### src/rtl/brcond_pkg.sv
package brcond_pkg;
  localparam int OPC_W = 8;

  localparam logic [OPC_W-1:0] OPC_CARRY_CLR = 8'h24;
  localparam logic [OPC_W-1:0] OPC_CARRY_SET = 8'h25;
  localparam logic [OPC_W-1:0] OPC_EQUAL     = 8'h27;
  localparam logic [OPC_W-1:0] OPC_SGE       = 8'h2C;
  localparam logic [OPC_W-1:0] OPC_SGT       = 8'h2E;
  localparam logic [OPC_W-1:0] OPC_UGT       = 8'h22;

  typedef enum logic [2:0] {
    COND_NONE,
    COND_CC,
    COND_CS,
    COND_EQ,
    COND_GE,
    COND_GT,
    COND_HI
  } cond_e;

  typedef struct packed {
    logic n;
    logic z;
    logic v;
    logic c;
  } flags_t;
endpackage

### src/rtl/brcond_decode.sv
module brcond_decode
  import brcond_pkg::*;
(
  input  logic [OPC_W-1:0] opcode,
  output cond_e            cond,
  output logic             known
);
  always_comb begin
    cond  = COND_NONE;
    known = 1'b1;
    unique case (opcode)
      OPC_CARRY_CLR: cond = COND_CC;
      OPC_CARRY_SET: cond = COND_CS;
      OPC_EQUAL:     cond = COND_EQ;
      OPC_SGE:       cond = COND_GE;
      OPC_SGT:       cond = COND_GT;
      OPC_UGT:       cond = COND_HI;
      default:       known = 1'b0;
    endcase
  end
endmodule

### src/rtl/brcond_eval.sv
module brcond_eval
  import brcond_pkg::*;
(
  input  cond_e  cond,
  input  flags_t flags,
  output logic   take
);
  logic sign_mismatch;

  always_comb begin
    sign_mismatch = flags.n ^ flags.v;
    case (cond)
      COND_CC: take = ~flags.c;
      COND_CS: take = flags.c;
      COND_EQ: take = flags.z;
      COND_GE: take = ~sign_mismatch;
      COND_GT: take = ~(flags.z | sign_mismatch);
      COND_HI: take = ~(flags.c | flags.z);
      default: take = 1'b0;
    endcase
  end
endmodule

### src/rtl/brcond_target.sv
module brcond_target #(
  parameter int PC_W     = 16,
  parameter int OFF_W    = 8,
  parameter int INSN_LEN = 2
) (
  input  logic [PC_W-1:0]  pc,
  input  logic [OFF_W-1:0] offset,
  output logic [PC_W-1:0]  seq_pc,
  output logic [PC_W-1:0]  branch_pc
);
  logic [PC_W-1:0] ext_off;

  generate
    if (OFF_W < PC_W) begin : g_extend
      assign ext_off = {{(PC_W-OFF_W){offset[OFF_W-1]}}, offset};
    end else begin : g_trunc
      assign ext_off = offset[PC_W-1:0];
    end
  endgenerate

  assign seq_pc    = pc + PC_W'(INSN_LEN);
  assign branch_pc = seq_pc + ext_off;
endmodule

### src/rtl/brcond_resolver.sv
module brcond_resolver
  import brcond_pkg::*;
#(
  parameter int PC_W      = 16,
  parameter int OFF_W     = 8,
  parameter int CYC_W     = 2,
  parameter int INSN_LEN  = 2,
  parameter int TAKEN_CYC = 3,
  parameter int SEQ_CYC   = 1
) (
  input  logic             clk,
  input  logic             rst,
  input  logic             req_valid,
  input  logic [7:0]       req_opcode,
  input  logic [PC_W-1:0]  req_pc,
  input  logic [OFF_W-1:0] req_offset,
  input  logic             flag_n,
  input  logic             flag_z,
  input  logic             flag_v,
  input  logic             flag_c,
  output logic             res_valid,
  output logic             res_taken,
  output logic [PC_W-1:0]  res_next_pc,
  output logic [CYC_W-1:0] res_cycles,
  output logic             res_invalid
);
  localparam logic [CYC_W-1:0] CYC_TAKEN = CYC_W'(TAKEN_CYC);
  localparam logic [CYC_W-1:0] CYC_SEQ   = CYC_W'(SEQ_CYC);

  cond_e           cond;
  logic            known;
  logic            take;
  flags_t          flags;
  logic [PC_W-1:0] seq_pc;
  logic [PC_W-1:0] branch_pc;

  assign flags = '{n: flag_n, z: flag_z, v: flag_v, c: flag_c};

  brcond_decode u_decode (
    .opcode (req_opcode),
    .cond   (cond),
    .known  (known)
  );

  brcond_eval u_eval (
    .cond  (cond),
    .flags (flags),
    .take  (take)
  );

  brcond_target #(
    .PC_W     (PC_W),
    .OFF_W    (OFF_W),
    .INSN_LEN (INSN_LEN)
  ) u_target (
    .pc        (req_pc),
    .offset    (req_offset),
    .seq_pc    (seq_pc),
    .branch_pc (branch_pc)
  );

  always_ff @(posedge clk) begin
    if (rst) begin
      res_valid   <= 1'b0;
      res_taken   <= 1'b0;
      res_next_pc <= '0;
      res_cycles  <= '0;
      res_invalid <= 1'b0;
    end else begin
      res_valid <= req_valid;
      if (req_valid) begin
        res_taken   <= take;
        res_next_pc <= take ? branch_pc : seq_pc;
        res_cycles  <= take ? CYC_TAKEN : CYC_SEQ;
        res_invalid <= ~known;
      end
    end
  end
endmodule

### config.mk
export PLATFORM = sky130hd
export DESIGN_NAME = brcond_resolver
export DESIGN_NICKNAME = d
export VERILOG_FILES = /design/src/rtl/brcond_pkg.sv /design/src/rtl/brcond_decode.sv /design/src/rtl/brcond_eval.sv /design/src/rtl/brcond_target.sv /design/src/rtl/brcond_resolver.sv
export SDC_FILE = /design/constraint.sdc
export NUM_CORES = 1
export LEC_CHECK = 0
export CAP_MARGIN = 20
export CORE_UTILIZATION = 41
export CTS_BUF_LIST = sky130_fd_sc_hd__clkbuf_2
export DETAILED_ROUTE_END_ITERATION = 8
export GPL_TIMING_DRIVEN = 0
export PLACE_DENSITY = 0.74
export SETUP_SLACK_MARGIN = 0.2
export SLEW_MARGIN = 10
export SYNTH_ARGS = -nofsm -noshare
export SYNTH_HDL_FRONTEND = slang
export SYNTH_SLANG_ARGS = --single-unit
### constraint.sdc
create_clock -name clk -period 3.32 [get_ports clk]
set_input_delay 0.664 -clock clk [delete_from_list [all_inputs] [get_ports clk]]
set_output_delay 0.664 -clock clk [all_outputs]
set_load 0.02 [all_outputs]
==> flow_summary.json <==
{
  "place_hpwl_mm": 4.04,
  "nets": 381,
  "setup_violations": 0,
  "grt_first_pass_wirelength_mm": 8.18,
  "clockBufferDepth": 2,
  "route.detailed.drc": 0,
  "clock_skew_ps": 0,
  "clk_pin_slew_worst_paths_ps": 190,
  "post-place-ws_ps": -676,
  "use_met2_pct": 31.9,
  "numCtsBuffers": 3,
  "cp-end-kind": "flip-flop",
  "yosys.area.top_type": "dfxtp_1",
  "clk_latency_ps": 320,
  "hold_slack_ps": 486,
  "critPathRequiredTime_ps": 3560,
  "crit_path_start": "req_pc[4]",
  "critPathKind": "in -> reg",
  "first_iter_violations": 115,
  "grt-busiest-layer": "met2",
  "finalHoldViolations": 0,
  "drt-total-wl_mm": 5.13,
  "die_y_um": 72.1,
  "finish.utilization_pct": 61.7,
  "wire_per_inst_um": 13.1,
  "antenna_found_initial": 0,
  "port_buffers": 58,
  "rows": 25,
  "finalMaxSlewViolations": 0,
  "ios": 60,
  "avgSynthCellArea_sq_um": 7.91,
  "areaGrowthSynthToFinish_pct": 44.4,
  "arrival_ps": 3290,
  "postSynthCellCount": 255,
  "avgViaCountPerCell": 5.42,
  "track_usage_pct": 19.4,
  "p_leak_nw": 1.16,
  "syn_nets": 311,
  "power.density_nw_per_um2": 282,
  "grt_max_degree": 13,
  "startpoint_type": "input port",
  "grt_use_met3_pct": 1.53,
  "total_power_w": 0.000821,
  "r2r-start": "res_next_pc[14]$_SDFFE_PP0P_",
  "worstMarginPinSlew_ps": 561,
  "async_flop_share_pct": 0,
  "stdcell_count": 391,
  "rsz0062_at_grt": "yes",
  "syn_area_sq_um": 2020,
  "grt_pass1_vias": 1789,
  "dr.pass1.iters": 6,
  "hp-class": "reg -> reg",
  "ys_warn_count": 0,
  "synth.area.top_cells": "dfxtp_1 (20%), ha_1 (9.9%), xnor2_1 (9.1%)",
  "holdCritStartpoint": "res_cycles[0]$_SDFFE_PP0P_",
  "fin_crit_ps": 3050,
  "vias": 2118,
  "fp.dieArea_sq_um": 5200,
  "gp_congestion": 0.952,
  "post-route-period-util_pct": 91.8,
  "gr-total-overflow": 0,
  "fmax_mhz": 328,
  "seq_area_frac_synth_pct": 19.9,
  "diodes": 0,
  "h-tree-depth": 1,
  "cp_max_fo": 6,
  "drive_gt1_share_pct": 13.9,
  "layout_setup_ws_ps": 271,
  "floorplan.initialDensity_pct": 42.7,
  "synth.distinct_cells": 54,
  "die_x_um": 72.1,
  "tritoncts": "built",
  "max-vdd-ir-drop_v": 0.000148,
  "ys.flop_type": "dfxtp_1",
  "cts_sinks": 20,
  "dp_cells": 380,
  "drv_cap": 0,
  "core-area_sq_um": 4720,
  "grtUsageMet1_pct": 27.5,
  "final_antenna_net_count": 0,
  "status": "completed",
  "cts-root-buf": "clkbuf_2",
  "synth_top_area_share_pct": 19.9,
  "ys_seq_elements": 20,
  "synth_edf_count": 0,
  "relSlewSlack_pct": 62.5
}
[cell type report]
class / count / area [sq um]
plain buffers: 10 / 70.1
clock buffers: 3 / 15.0
clock inverters: 1 / 30.0
fillers: 432 / 1810
inverters: 6 / 22.5
multi-input cells: 219 / 1660
flip-flops and latches: 20 / 400
well taps: 67 / 83.8
repair buffers: 65 / 633
[worst max-delay path, cell delays in order]
cell             delay, ps
clkdlybuf4s15_1        230
and3_1                 180
and3_1                 160
buf_4                  140
nand3_2                100
xnor2_2                220
ha_4                   240
a21o_1                 190
a21o_1                 190
a21oi_2                190
o21ai_2                100
or3b_2                 470
a31o_1                 210
[registers in the layout, indices dropped and copies added, names as in the netlist]
name / cells
res_taken: 1
res_next_pc: 16
res_invalid: 1
res_valid: 1
res_cycles: 1
[report_power, final]
part	total (W)	internal (W)	switching, W
clock	0.000179	0.000104	0.0000747
sequential	0.000265	0.000256	0.00000834
combinational	0.000378	0.000186	0.000191
total	0.000821	0.000547	0.000274
[repair_timing]
item,in CTS,in global routing
pin swaps,4,6
hold buffers,0,0
gates resized for setup,17,30
gates cloned,0,0
setup endpoints to repair,7,5
setup buffers,5,2
endpoints found under the hold margin,0,0
[cell usage after synthesis, types with 4 or more instances]
| cell type | n |
|---|---|
| mux2i_1 | 12 |
| nor3_1 | 4 |
| nor2_1 | 27 |
| dfxtp_1 | 20 |
| a21o_1 | 4 |
| nor3b_1 | 6 |
| xnor2_1 | 21 |
| ha_1 | 16 |
| a31oi_1 | 4 |
| a211oi_1 | 13 |
| clkbuf_1 | 5 |
| and3_1 | 6 |
| nand2b_1 | 4 |
| a21oi_1 | 15 |
| nand2_1 | 17 |
| nand3_1 | 9 |
| inv_1 | 6 |
| o21ai_0 | 15 |
| xor2_1 | 4 |
[through the flow]
| stage | cell area (sq um) | TNS [ps] |
|---|---|---|
| detailed placement | 2680 | -2420 |
| CTS | 2820 | 0 |
| floorplan | 2020 | 0 |
| global placement | 2680 | -2540 |
| global route | 2910 | 0 |
| finish | 2910 | 0 |
[cell families (layout without fill, tap and decap cells)]
group | count (synthesis) | in the layout | share of synthesized area (%)
xor gates and xnor gates | 25 | 25 | 10.9
adders and majority gates | 17 | 17 | 10.9
muxes | 12 | 12 | 5.96
AOI/OAI and AO/OA | 71 | 71 | 23.2
buffers and inverters | 16 | 85 | 4.40
and+or+nand+nor | 94 | 94 | 24.8
DFF | 20 | 20 | 19.9
[worst paths after layout]
check                                               endpoint  slack, ps  depth (start not counted)
worst min-delay path              res_cycles[0]$_SDFFE_PP0P_        490                          2
worst max-delay path            res_next_pc[14]$_SDFFE_PP0P_        270                         13
worst min register to register    res_cycles[0]$_SDFFE_PP0P_        490                          2
worst max register to register  res_next_pc[14]$_SDFFE_PP0P_       2310                          3
[routing by layer]
| layer | share of wire (%) | up-vias |
|---|---|---|
| met5 | 0 | - |
| met1 | 48 | 970 |
| met3 | 4.6 | 3 |
| li1 | - | 1085 |
| met2 | 46 | 60 |
| met4 | 0.55 | 0 |
[placed cells by master, fill, tap and decap left out, types with 7 or more instances in the layout]
cell type / count
a211oi_1: 13
a21oi_1: 14
buf_4: 9
clkdlybuf4s50_1: 47
dfxtp_1: 20
ha_1: 12
mux2i_1: 12
nand2_1: 17
nand3_1: 7
nor2_1: 25
o21ai_0: 11
xnor2_1: 16
Note: power is estimated with default switching activity, not from simulation.
